## src/rtl/irqd_pkg.sv

```systemverilog
package irqd_pkg;
  localparam int unsigned REG_W = 32;
  localparam int unsigned LOW_W = REG_W - 1;

  // fixed low bits of a slot mapping register
  function automatic logic [LOW_W-1:0] slot_map_low(input int unsigned idx);
    return LOW_W'(32'h7C0) | (LOW_W'(idx) << 2);
  endfunction

  // fixed low bits of an on-board mapping register
  function automatic logic [LOW_W-1:0] ob_map_low(input int unsigned idx);
    return LOW_W'(32'h7E0) + LOW_W'(idx);
  endfunction

  // group that a slot interrupt number belongs to
  function automatic int unsigned group_of(input int unsigned num, input int unsigned grp);
    return num / grp;
  endfunction
endpackage

```

## src/rtl/irqd_pick.sv

```systemverilog
module irqd_pick #(
  parameter int unsigned W  = 64,
  parameter int unsigned IW = 6
) (
  input  logic [W-1:0]  vec_i,
  output logic          found_o,
  output logic [IW-1:0] idx_o
);
  always_comb begin
    found_o = 1'b0;
    idx_o   = '0;
    for (int k = W - 1; k >= 0; k--) begin
      if (vec_i[k]) begin
        found_o = 1'b1;
        idx_o   = IW'(k);
      end
    end
  end
endmodule

```

## src/rtl/irqd_regs.sv

```systemverilog
module irqd_regs
  import irqd_pkg::*;
#(
  parameter int unsigned SLOTS = 32,
  parameter int unsigned GRP   = 4,
  parameter int unsigned OBS   = 32,
  parameter int unsigned AW    = 16,
  parameter logic [AW-1:0] SLOT_MAP_BASE = 16'h0C00,
  parameter logic [AW-1:0] OB_MAP_BASE   = 16'h1000,
  parameter logic [AW-1:0] SLOT_CLR_BASE = 16'h1400,
  parameter logic [AW-1:0] OB_CLR_BASE   = 16'h1800,
  parameter logic [AW-1:0] OB_CLR_LAST   = 16'h1860,
  localparam int unsigned NGRP = SLOTS / GRP,
  localparam int unsigned GW   = $clog2(NGRP),
  localparam int unsigned OW   = $clog2(OBS),
  localparam int unsigned NIN  = SLOTS + OBS
) (
  input  logic             clk,
  input  logic             rst_n,
  input  logic             wr_i,
  input  logic             rd_i,
  input  logic [AW-1:0]    addr_i,
  input  logic             wbit_i,
  output logic             map_slot_wr_o,
  output logic [GW-1:0]    map_slot_idx_o,
  output logic             map_ob_wr_o,
  output logic [OW-1:0]    map_ob_idx_o,
  output logic             clr_slot_wr_o,
  output logic [GW-1:0]    clr_slot_idx_o,
  output logic             clr_ob_wr_o,
  output logic [OW-1:0]    clr_ob_idx_o,
  output logic [NIN-1:0]   en_line_q_o,
  output logic [NIN-1:0]   en_line_next_o,
  output logic [REG_W-1:0] rdata_o
);
  localparam logic [AW-1:0] SM_SPAN = AW'(8 * NGRP);
  localparam logic [AW-1:0] OM_SPAN = AW'(8 * OBS);
  localparam logic [AW-1:0] SC_SPAN = AW'(32 * NGRP);
  localparam logic [AW-1:0] OC_TOP  = OB_CLR_LAST - OB_CLR_BASE;

  logic [AW-1:0] off_sm, off_om, off_sc, off_oc;
  logic          in_sm, in_om, in_sc, in_oc, hi_word;
  logic [GW-1:0] sm_idx, sc_idx;
  logic [OW-1:0] om_idx, oc_idx;

  assign off_sm  = addr_i - SLOT_MAP_BASE;
  assign off_om  = addr_i - OB_MAP_BASE;
  assign off_sc  = addr_i - SLOT_CLR_BASE;
  assign off_oc  = addr_i - OB_CLR_BASE;
  assign in_sm   = (addr_i >= SLOT_MAP_BASE) && (off_sm < SM_SPAN);
  assign in_om   = (addr_i >= OB_MAP_BASE)   && (off_om < OM_SPAN);
  assign in_sc   = (addr_i >= SLOT_CLR_BASE) && (off_sc < SC_SPAN);
  assign in_oc   = (addr_i >= OB_CLR_BASE)   && (off_oc <= OC_TOP);
  assign hi_word = addr_i[2];
  assign sm_idx  = off_sm[GW+2:3];
  assign om_idx  = off_om[OW+2:3];
  assign sc_idx  = off_sc[GW+4:5];
  assign oc_idx  = off_oc[OW+2:3];

  assign map_slot_wr_o  = wr_i && in_sm && hi_word;
  assign map_ob_wr_o    = wr_i && in_om && hi_word;
  assign clr_slot_wr_o  = wr_i && in_sc && hi_word;
  assign clr_ob_wr_o    = wr_i && in_oc && hi_word;
  assign map_slot_idx_o = sm_idx;
  assign map_ob_idx_o   = om_idx;
  assign clr_slot_idx_o = sc_idx;
  assign clr_ob_idx_o   = oc_idx;

  logic [NGRP-1:0] slot_en_q;
  logic [OBS-1:0]  ob_en_q;

  always_ff @(posedge clk or negedge rst_n) begin
    if (!rst_n) begin
      slot_en_q <= '0;
      ob_en_q   <= '0;
    end else begin
      if (map_slot_wr_o) slot_en_q[sm_idx] <= wbit_i;
      if (map_ob_wr_o)   ob_en_q[om_idx]   <= wbit_i;
    end
  end

  // per-line enable, both current and with this cycle's write applied
  for (genvar k = 0; k < SLOTS; k++) begin : g_slot_en
    assign en_line_q_o[k]    = slot_en_q[k / GRP];
    assign en_line_next_o[k] = (map_slot_wr_o && (sm_idx == GW'(k / GRP)))
                               ? wbit_i : slot_en_q[k / GRP];
  end
  for (genvar j = 0; j < OBS; j++) begin : g_ob_en
    assign en_line_q_o[SLOTS+j]    = ob_en_q[j];
    assign en_line_next_o[SLOTS+j] = (map_ob_wr_o && (om_idx == OW'(j)))
                                     ? wbit_i : ob_en_q[j];
  end

  logic [REG_W-1:0] rd_val;
  always_comb begin
    rd_val = '0;
    if (hi_word && in_sm)      rd_val = {slot_en_q[sm_idx], slot_map_low(32'(sm_idx))};
    else if (hi_word && in_om) rd_val = {ob_en_q[om_idx], ob_map_low(32'(om_idx))};
  end

  always_ff @(posedge clk or negedge rst_n) begin
    if (!rst_n)    rdata_o <= '0;
    else if (rd_i) rdata_o <= rd_val;
    else           rdata_o <= '0;
  end
endmodule

```

## src/rtl/irqd_pend.sv

```systemverilog
module irqd_pend #(
  parameter int unsigned NIN = 64,
  localparam int unsigned NW = $clog2(NIN)
) (
  input  logic          clk,
  input  logic          rst_n,
  input  logic          scan_i,
  input  logic          clr_hit_i,
  input  logic          cand_found_i,
  input  logic [NW-1:0] cand_idx_i,
  output logic          issue_o,
  output logic          pend_vld_o,
  output logic [NW-1:0] pend_num_o
);
  logic          nxt_vld;
  logic [NW-1:0] nxt_num;

  always_comb begin
    nxt_vld = pend_vld_o;
    nxt_num = pend_num_o;
    issue_o = 1'b0;
    if (scan_i) begin
      if (clr_hit_i || !pend_vld_o) begin
        nxt_vld = cand_found_i;
        nxt_num = cand_found_i ? cand_idx_i : '0;
        issue_o = cand_found_i;
      end
    end else if (!pend_vld_o && cand_found_i) begin
      nxt_vld = 1'b1;
      nxt_num = cand_idx_i;
      issue_o = 1'b1;
    end
  end

  always_ff @(posedge clk or negedge rst_n) begin
    if (!rst_n) begin
      pend_vld_o <= 1'b0;
      pend_num_o <= '0;
    end else begin
      pend_vld_o <= nxt_vld;
      pend_num_o <= nxt_num;
    end
  end
endmodule

```

## src/rtl/irq_dispatch.sv

```systemverilog
module irq_dispatch
  import irqd_pkg::*;
#(
  parameter int unsigned SLOTS = 32,
  parameter int unsigned GRP   = 4,
  parameter int unsigned OBS   = 32,
  parameter int unsigned AW    = 16,
  localparam int unsigned NIN  = SLOTS + OBS,
  localparam int unsigned NW   = $clog2(NIN),
  localparam int unsigned NGRP = SLOTS / GRP,
  localparam int unsigned GW   = $clog2(NGRP),
  localparam int unsigned OW   = $clog2(OBS)
) (
  input  logic             clk,
  input  logic             rst_n,
  input  logic [NIN-1:0]   irq_lvl_i,
  input  logic             bus_wr_i,
  input  logic             bus_rd_i,
  input  logic [AW-1:0]    bus_addr_i,
  input  logic [REG_W-1:0] bus_wdata_i,
  output logic [REG_W-1:0] bus_rdata_o,
  output logic [NIN-1:0]   req_o,
  output logic             pend_valid_o,
  output logic [NW-1:0]    pend_num_o
);
  logic          map_slot_wr, map_ob_wr, clr_slot_wr, clr_ob_wr;
  logic [GW-1:0] map_slot_idx, clr_slot_idx;
  logic [OW-1:0] map_ob_idx, clr_ob_idx;
  logic [NIN-1:0] en_q, en_next;
  logic          wbit;
  logic          unused_wdata;

  assign wbit         = bus_wdata_i[REG_W-1];
  assign unused_wdata = ^bus_wdata_i[REG_W-2:0];

  irqd_regs #(.SLOTS(SLOTS), .GRP(GRP), .OBS(OBS), .AW(AW)) u_regs (
    .clk(clk), .rst_n(rst_n), .wr_i(bus_wr_i), .rd_i(bus_rd_i),
    .addr_i(bus_addr_i), .wbit_i(wbit),
    .map_slot_wr_o(map_slot_wr), .map_slot_idx_o(map_slot_idx),
    .map_ob_wr_o(map_ob_wr), .map_ob_idx_o(map_ob_idx),
    .clr_slot_wr_o(clr_slot_wr), .clr_slot_idx_o(clr_slot_idx),
    .clr_ob_wr_o(clr_ob_wr), .clr_ob_idx_o(clr_ob_idx),
    .en_line_q_o(en_q), .en_line_next_o(en_next),
    .rdata_o(bus_rdata_o)
  );

  // line history for edge detection
  logic [NIN-1:0] lvl_q, rise, rise_en;
  always_ff @(posedge clk or negedge rst_n) begin
    if (!rst_n) lvl_q <= '0;
    else        lvl_q <= irq_lvl_i;
  end
  assign rise    = irq_lvl_i & ~lvl_q;
  assign rise_en = rise & en_q;

  // clear conditions against the pending number
  int unsigned pend_int;
  logic hit_map_slot, hit_map_ob, hit_clr_slot, hit_clr_ob, clr_hit, scan;
  assign pend_int     = 32'(pend_num_o);
  assign hit_map_slot = map_slot_wr && !wbit && pend_valid_o && (pend_int < SLOTS)
                        && (group_of(pend_int, GRP) == 32'(map_slot_idx));
  assign hit_map_ob   = map_ob_wr && !wbit && pend_valid_o
                        && (pend_int == SLOTS + 32'(map_ob_idx));
  assign hit_clr_slot = clr_slot_wr && pend_valid_o
                        && (group_of(pend_int, GRP) == 32'(clr_slot_idx));
  assign hit_clr_ob   = clr_ob_wr && pend_valid_o
                        && (pend_int == SLOTS + 32'(clr_ob_idx));
  assign clr_hit      = hit_map_slot | hit_map_ob | hit_clr_slot | hit_clr_ob;
  assign scan         = map_slot_wr | map_ob_wr | clr_slot_wr | clr_ob_wr;

  // one picker serves both rescan and edge issue
  logic [NIN-1:0] cand_vec;
  logic           cand_found;
  logic [NW-1:0]  cand_idx;
  logic           issue_evt;
  assign cand_vec = scan ? (irq_lvl_i & en_next) : rise_en;

  irqd_pick #(.W(NIN), .IW(NW)) u_pick (
    .vec_i(cand_vec), .found_o(cand_found), .idx_o(cand_idx)
  );

  irqd_pend #(.NIN(NIN)) u_pend (
    .clk(clk), .rst_n(rst_n), .scan_i(scan), .clr_hit_i(clr_hit),
    .cand_found_i(cand_found), .cand_idx_i(cand_idx),
    .issue_o(issue_evt), .pend_vld_o(pend_valid_o), .pend_num_o(pend_num_o)
  );

  for (genvar n = 0; n < NIN; n++) begin : g_req
    assign req_o[n] = pend_valid_o && (pend_num_o == NW'(n));
  end
endmodule

```

## config.mk

```make
export PLATFORM = sky130hd
export DESIGN_NAME = irq_dispatch
export DESIGN_NICKNAME = d
export VERILOG_FILES = /design/src/rtl/irqd_pkg.sv /design/src/rtl/irqd_pick.sv /design/src/rtl/irqd_regs.sv /design/src/rtl/irqd_pend.sv /design/src/rtl/irq_dispatch.sv
export SDC_FILE = /design/constraint.sdc
export NUM_CORES = 1
export LEC_CHECK = 0
export BUFFER_PORTS_ARGS = -buffer_cell sky130_fd_sc_hd__clkbuf_2
export CAP_MARGIN = 20
export CELL_PAD_IN_SITES_DETAIL_PLACEMENT = 1
export CELL_PAD_IN_SITES_GLOBAL_PLACEMENT = 2
export CORE_MARGIN = 8
export CORE_UTILIZATION = 31
export DETAILED_ROUTE_END_ITERATION = 10
export GPL_TIMING_DRIVEN = 0
export PLACE_DENSITY = 0.82
export SLEW_MARGIN = 30
export SYNTH_ARGS = -nofsm -noshare
export SYNTH_HDL_FRONTEND = slang
export SYNTH_SLANG_ARGS = --single-unit
```

## constraint.sdc

```tcl
create_clock -name clk -period 2.95 [get_ports clk]
set_input_delay 0.4425 -clock clk [delete_from_list [all_inputs] [get_ports clk]]
set_output_delay 0.4425 -clock clk [all_outputs]
set_load 0.1 [all_outputs]
```

# --- Yosys cells after proc, flatten, opt, wreduce, memory -nomap -nowiden ---
# Cells that the tools add are included.
# Widths: inputs -> output; s select.
word_totals:
  ff_bits: 143
  input_bits: 116
  elab_cells: 471
classes:
  add_sub_neg: 7
  order_cmp: 13
  eq_ne: 106
  mux: 189
  n_bitwise: 10
  n_reduce_logical: 140
ops:
  columns: ["op", "count"]
  rows:
  - ["$mux 6", 68]
  - ["$and 64x64->64", 3]
  - ["$eq 6x6->1 const B", 32]
  - ["$logic_and 1x1->1", 132]
  - ["$mux 1", 111]
  - ["$eq 6x5->1 const B", 16]
  - ["$mux 32", 3]
  - ["$eq 5x5->1 const B", 16]
  - ["$mux 64", 1]
  - ["$not 64->64", 1]
  - ["$eq 6x4->1 const B", 8]
  - ["$ge 16x13->1 const B", 3]
  - ["$sub 16x13->16 const B", 3]
  - ["$eq 5x4->1 const B", 8]
  - ["$bwmux 32", 1]
  - ["$lt 16x9->1 const B", 2]
  - ["$eq 6x3->1 const B", 4]
  - ["$eq 5x3->1 const B", 4]
  - ["$ge 16x12->1 const B", 1]
  - ["$le 16x7->1 const B", 1]
  - ["$lt 16x7->1 const B", 1]
  - ["$sub 16x12->16 const B", 1]
  - ["$add 6x5->7 const A", 2]
  - ["$eq 6x7->1", 2]
  - ["other kinds (28)", 41]

# --- Longest topological paths before layout ---
depth:
  word_depth: 76
  ltp_mapped: 16

# --- Modules after synthesis ---
# Synthesis repeated with hierarchy kept, for this count alone.
unflattened:
  hier_cells: 923
  area_unflattened_um2: 8747.1
by_module_without_submodules:
  columns: ["module", "n_inst", "cells_per_inst", "area_per_inst_um2", "seq_area_each_um2"]
  rows:
  - ["irqd_regs", 1, 365, 3942.5, 1201.2]
  - ["irq_dispatch", 1, 398, 3756.1, 1601.5]
  - ["irqd_pick", 1, 140, 763.2, 0.0]
  - ["irqd_pend", 1, 20, 285.3, 175.2]

# --- Worst setup path after synthesis ---
# No wires, ideal clock.
synth_timing:
  path_type: "input -> register"
  from: "input port bus_addr_i[11]"
  to: "register u_pend.pend_num_o[4]"
  setup_ns: 0.122
  t_arrival_ns: 3.815
  required_ns: 2.828
  setup_slack_ns: -0.987
  cell_stages: 12
  n_path_buf: 0
  path_cell_list: "ha_1 > or3b_2 > a221oi_1 > o221ai_2 > nand2_1 > mux2_2 > a2111o_1 > nor4_4 > nand3_2 > nor3_1 > and3b_1 > a32o_1"
synth_via:
  elab_chain_len: 76
synth_rtl:
  columns: ["item", "line_no", "text"]
  rows:
  - ["start: declaration", "irq_dispatch.sv:19", "input logic [AW-1:0] bus_addr_i,"]
  - ["$sub 16x12->16 or $sub 16x13->16 (tied branches)", "irqd_regs.sv:46, irqd_regs.sv:47", null]
  - ["$lt 16x7->1 or $lt 16x9->1 (tied branches)", "irqd_regs.sv:50, irqd_regs.sv:51", null]
  - ["$logic_and 1x1->1, on equally long branches", "irqd_regs.sv:50, irqd_regs.sv:51", null]
  - ["$logic_and 1x1->1, on equally long branches (2 in series)", "irqd_regs.sv:60, irqd_regs.sv:61", null]
  - ["$or 1x1->1 or $logic_and 1x1->1 (tied branches)", "irq_dispatch.sv:69, irqd_regs.sv:90", null]
  - ["$or 1x1->1 or $mux 1 (tied branches)", "irq_dispatch.sv:69, irqd_regs.sv:91", null]
  - ["$or 1x1->1 or $and 64x64->64 (tied branches)", "irq_dispatch.sv:69, irq_dispatch.sv:76", null]
  - ["$mux 64", "irq_dispatch.sv:76", "assign cand_vec = scan ? (irq_lvl_i & en_next) : rise_en;"]
  - ["$mux 6 or $mux 1 (tied branches) (64 in series)", "irqd_pick.sv:13", "if (vec_i[k]) begin"]
  - ["$mux 6 or $logic_and 1x1->1 (tied branches)", "irqd_pend.sv:25, irqd_pend.sv:28", null]
  - ["$mux 6 or $reduce_bool 2->1 (tied branches)", null, null]
  - ["$mux 6 or $reduce_and 2->1 (tied branches)", null, null]
  - ["end signal: assignment", "irqd_pend.sv:41", "pend_num_o <= nxt_num;"]
  - ["end: declaration", "irqd_pend.sv:13", "output logic [NW-1:0] pend_num_o"]
# Several ways; a longest one is shown, not always the timed one. The select of a mux whose other input is x is not followed.
# A chain may end at the register's enable or synchronous reset.

# --- Worst setup path after layout ---
layout_timing:
  from: "input port bus_addr_i[12]"
  to: "register u_pend.pend_num_o[0]"
# Same word-level chain as after synthesis.

==> summary.log <==
[critical_path] cell chain of the critical path clkbuf_16 -> ha_4 -> or3b_4 -> a221oi_4 -> o221a_4 -> o21ai_1 -> nor4_2 -> o21ai_0 -> nor4b_2 -> a221o_1 -> nor3_4 -> o31ai_4 -> a221o_1
[critical_path] kind of start point of the critical path input pin
[routing] vias per inst 5.88
[critical_path] most frequent cell on the critical path a221o_1
[finish] antenna diode count 0
[floorplan] starting density of the core 31.5%
[synthesis] commonest register cell after synthesis dfrtp_1
[global_routing] largest net degree at the start of global routing 71
[power_and_ir_drop] sequential power share 36.8%
[critical_path] critical setup path kind in -> reg
[floorplan] area of the placeable core 25900 um2
[routing] iteration count of the initial detailed-routing pass 5
[global_routing] total routing resource utilization after global routing 24.1%
[synthesis] synth top area cells dfrtp_1 (37%), o21ai_0 (5.4%), nor2_1 (4.7%)
[synthesis] portion of the post-synthesis area used by sequential elements 36.5%
[sta] final period demand of the worst path 3.65 ns
[synthesis] Syn Std Cell Area 8150 um2
[power_and_ir_drop] net switching power figure 1.44 mW
[synthesis] share of Yosys cell area claimed by the top area cell type 36.5%
[synthesis] xor and xnor fraction of the mapped netlist area 1.07%
[placement] placer's final routability congestion estimate 0.929
[sta] actual transition at the worst max-transition pin 0.854 ns
[routing] DRC violation total after the first TritonRoute iteration 840
[floorplan] Vert. Die Dim 178 um
[power_and_ir_drop] switching power as a share of total power 31.0%
[floorplan] Chip Width 178 um
[global_routing] global route total overflow 0
[run_status] violations in the final reports setup timing
[sta] Max Transition Viols Final 0
[global_routing] global-route wire length before repair 57800 um
[clock_network] clock sink count 119
[floorplan] number of rows created at floorplan 59
[synthesis] post-synthesis cell type with the largest combined area dfrtp_1
[placement] total of buffers placed on input and output ports 162
[routing] drc violations 0
[sta] final setup violating endpoints 7
[critical_path] kind of cell with the highest combined delay on the critical path compound AO/OA/AOI/OAI gates
[synthesis] Post-synth EDFFs 0
[global_routing] antenna violations before repair 0
[sta] FMAX 274 MHz
[synthesis] Synth cell types 83
[routing] count of nets left with antenna violations after detail routing 0
[min_path] Min-Delay Path Class in -> reg
[routing] total number of vias 9098
[power_and_ir_drop] power per cell area 414 nW/um2
[critical_path] Data required, critical path 3.26 ns
[synthesis] fraction of synthesis flops using an asynchronous set or reset pin 100%
[placement] Post-DP HPWL 28300 um
[power_and_ir_drop] portion of total power attributed to combinational logic 15.0%
[clock_network] Clock transition at path regs 0.06 ns
[routing] detailed-route wire length per cell 25.0 um
[synthesis] number of storage elements in the synthesis netlist 119
[clock_network] source-to-sink clock delay at the later pin of the worst-skew pair 0.42 ns
[synthesis] compound-gate portion of the synthesized area 22.5%
[routing] Routed Wire Length 38700 um
[critical_path] critical path peak fanout 8
[clock_network] H-Tree Depth 4
[synthesis] per-instance average area after synthesis 8.49 um2
[power_and_ir_drop] Int Power 3.21 mW
[sta] Hold Fails Final Rpt 0
[sta] Period Utilization, post-route 124%
[critical_path] total buffers and inverters traversed by the critical path 1
[critical_path] Max stage delay on crit path 0.39 ns
[synthesis] adder-cell share of the synthesized area 0.461%
[global_routing] via count of the first global-routing pass 9511
[clock_network] maximum count of clock buffers along a single path 2
[sta] RSZ-0062 raised after global routing yes
[floorplan] die area 31700 um2
[run] count of max-cap constraint violations 0
[power_and_ir_drop] peak ir drop on the vdd network 0.420 mV
[critical_path] worst-path cell with the longest stage delay nor4_2
[power_and_ir_drop] static leakage 5.12 nW
[finish] count of nets after finishing 1318
[sta] Hold WS 0.136 ns
[sta] tightest slew margin relative to the limit 42.7%
[clock_network] TritonCTS buffer count 17
[synthesis] number of cells produced by synthesis 960
[synthesis] simple-gate share of the synthesized area 27.1%
[synthesis] mux cell area share after synthesis 5.51%
[floorplan] I/O pin total 219
[critical_path] launch point of the critical path bus_addr_i[12]
[finish] share of post-route cells with drive strength above 1 34.0%
[sta] Max Clock Skew 0.00802 ns
[critical_path] origin of the critical flop-to-flop path u_regs.ob_en_q[25]
[synthesis] Yosys warning total 0
[finish] area growth from synthesis to layout 37.8%
[min_path] hold path startpoint irq_lvl_i[19]
[power_and_ir_drop] clock network power share 48.3%
[sta] crit path setup slack, layout -0.695 ns
[finish] number of filler instances in the final layout 3086
[clock_network] clock tree root driver cell clkbuf_16
[critical_path] endpoint arrival time on the critical path 3.95 ns
[synthesis] main combinational cell family by area after synthesis simple AND/OR/NAND/NOR gates
[run_status] run status finished, violations left
[clock_network] CTS tree yes
[critical_path] Worst Setup End Kind flip-flop
[power_and_ir_drop] total power after layout 4.65 mW
==> cells in the final DEF (no fill, tap or decap), types with 16 or more instances in the layout <==
master,n
conb_1,20
a21oi_1,32
clkbuf_2,142
clkbuf_4,19
nand2_1,85
clkbuf_16,20
nand4_1,25
nor4b_1,20
nor2_1,79
o21ai_0,66
a22oi_1,16
dfrtp_1,119
inv_1,31
nand3_1,61
o21ai_1,17
clkbuf_1,16
buf_4,67
buf_2,16
==> final timing paths <==
| kind | endpoint | slack, ns | depth (start not counted) |
|---|---|---|---|
| max | u_pend.pend_num_o[0] | -0.70 | 13 |
| min | lvl_q[19] | 0.14 | 1 |
| max reg2reg | u_pend.pend_num_o[0] | 0.20 | 8 |
| min reg2reg | u_regs.ob_en_q[30] | 0.53 | 1 |
| max in group asynchronous | lvl_q[10] | 1.67 | 3 |
| min in group asynchronous | u_regs.rdata_o[1] | 0.54 | 2 |
==> per-layer routing <==
metal	track usage (%)	share of wire (%)	up-vias
li1	-	-	4010
met1	31.1	41	4617
met2	39.4	49	390
met3	5.50	8.0	81
met4	7.54	2.6	0
met5	0	0	-
==> stage by stage <==
step | area [um2] | utilization, % | setup WS [ns] | std cells | TNS [ns]
after detailed placement | 9680 | 37.4 | -2.45 | 1477 | -15.22
after global routing | 11200 | 43.3 | -0.828 | 1547 | -5.10
after CTS | 10900 | 41.9 | -0.821 | 1537 | -4.74
after floorplan | 8410 | - | -0.445 | 979 | -22.78
final | 11200 | 43.3 | -0.695 | 1547 | -4.18
after global placement | 9640 | 37.2 | -2.42 | 1476 | -87.10
==> power groups by stage <==
| stage | clock, mW | combinational, mW | sequential, mW |
|---|---|---|---|
| 6_report | 2.25 | 0.696 | 1.71 |
| 5_1_grt | 2.34 | 0.736 | 1.72 |
| 4_1_cts | 2.26 | 0.677 | 1.71 |
| 3_5_place_dp | 0 | 0.651 | 1.73 |
| 3_3_place_gp | 0 | 0.639 | 1.73 |
| 2_1_floorplan | 0 | 0.383 | 1.77 |
==> flip-flops by register name (all words and copies together) (netlist names) <==
name	flops
u_regs.rdata_o	8
u_pend.pend_vld_o	1
u_regs.slot_en_q	8
u_pend.pend_num_o	6
lvl_q	64
u_regs.ob_en_q	32
==> cell usage after synthesis (5+ instances only) <==
master and instances:
nor4b_1 22, a311oi_1 6, a21boi_0 7, o211ai_1 9, nor2b_1 15, a211oi_1 10
nand2_1 87, nand3_1 63, and3_1 6, inv_1 32, dfrtp_1 119, a32o_1 6
o21ai_0 88, nand2b_1 12, o21bai_1 8, nor4_1 6, mux4_2 12, a22o_1 5
buf_4 25, o22ai_1 12, a31oi_1 9, clkbuf_1 40, a21oi_1 33, a22oi_1 17
or3_1 6, mux2i_1 7, nor3_1 17, nand4_1 25, buf_2 12, nor2_1 102
and2_1 8, nor3b_1 5, a21bo_2 5, a21o_1 7, xnor2_1 9, mux2_2 7
o211a_1 6, and4_1 5, and3b_1 5
==> cell families after synthesis <==
| kind of cell | after synthesis |
|---|---|
| xor+xnor | 10 |
| other cells | 1 |
| simple gates | 414 |
| buf+inv | 114 |
| compound gates | 271 |
| flops | 119 |
| fa+ha+maj | 3 |
| mux | 28 |
==> area by class of cell <==
cell class	count	area, um2	share of cell area [%]
flip-flops and latches	119	2980	26.5
inverters	32	125	1.11
clock inverters	15	194	1.73
multi-input cells	746	5240	46.6
plain buffers	77	566	5.04
clock buffers	17	425	3.79
repair buffers	206	1280	11.4
well taps	335	419	3.73
==> what timing repair did <==
action | 4_1_cts | 5_1_grt
setup endpoints to repair | 19 | 51
hold buffers | 1 | 0
pin swaps | 14 | 21
resized for setup | 75 | 120
cloned | 1 | 0
endpoints found under the hold margin | 43 | 0
buffers inserted | 27 | 14
Power figures use the tool's default switching activity.
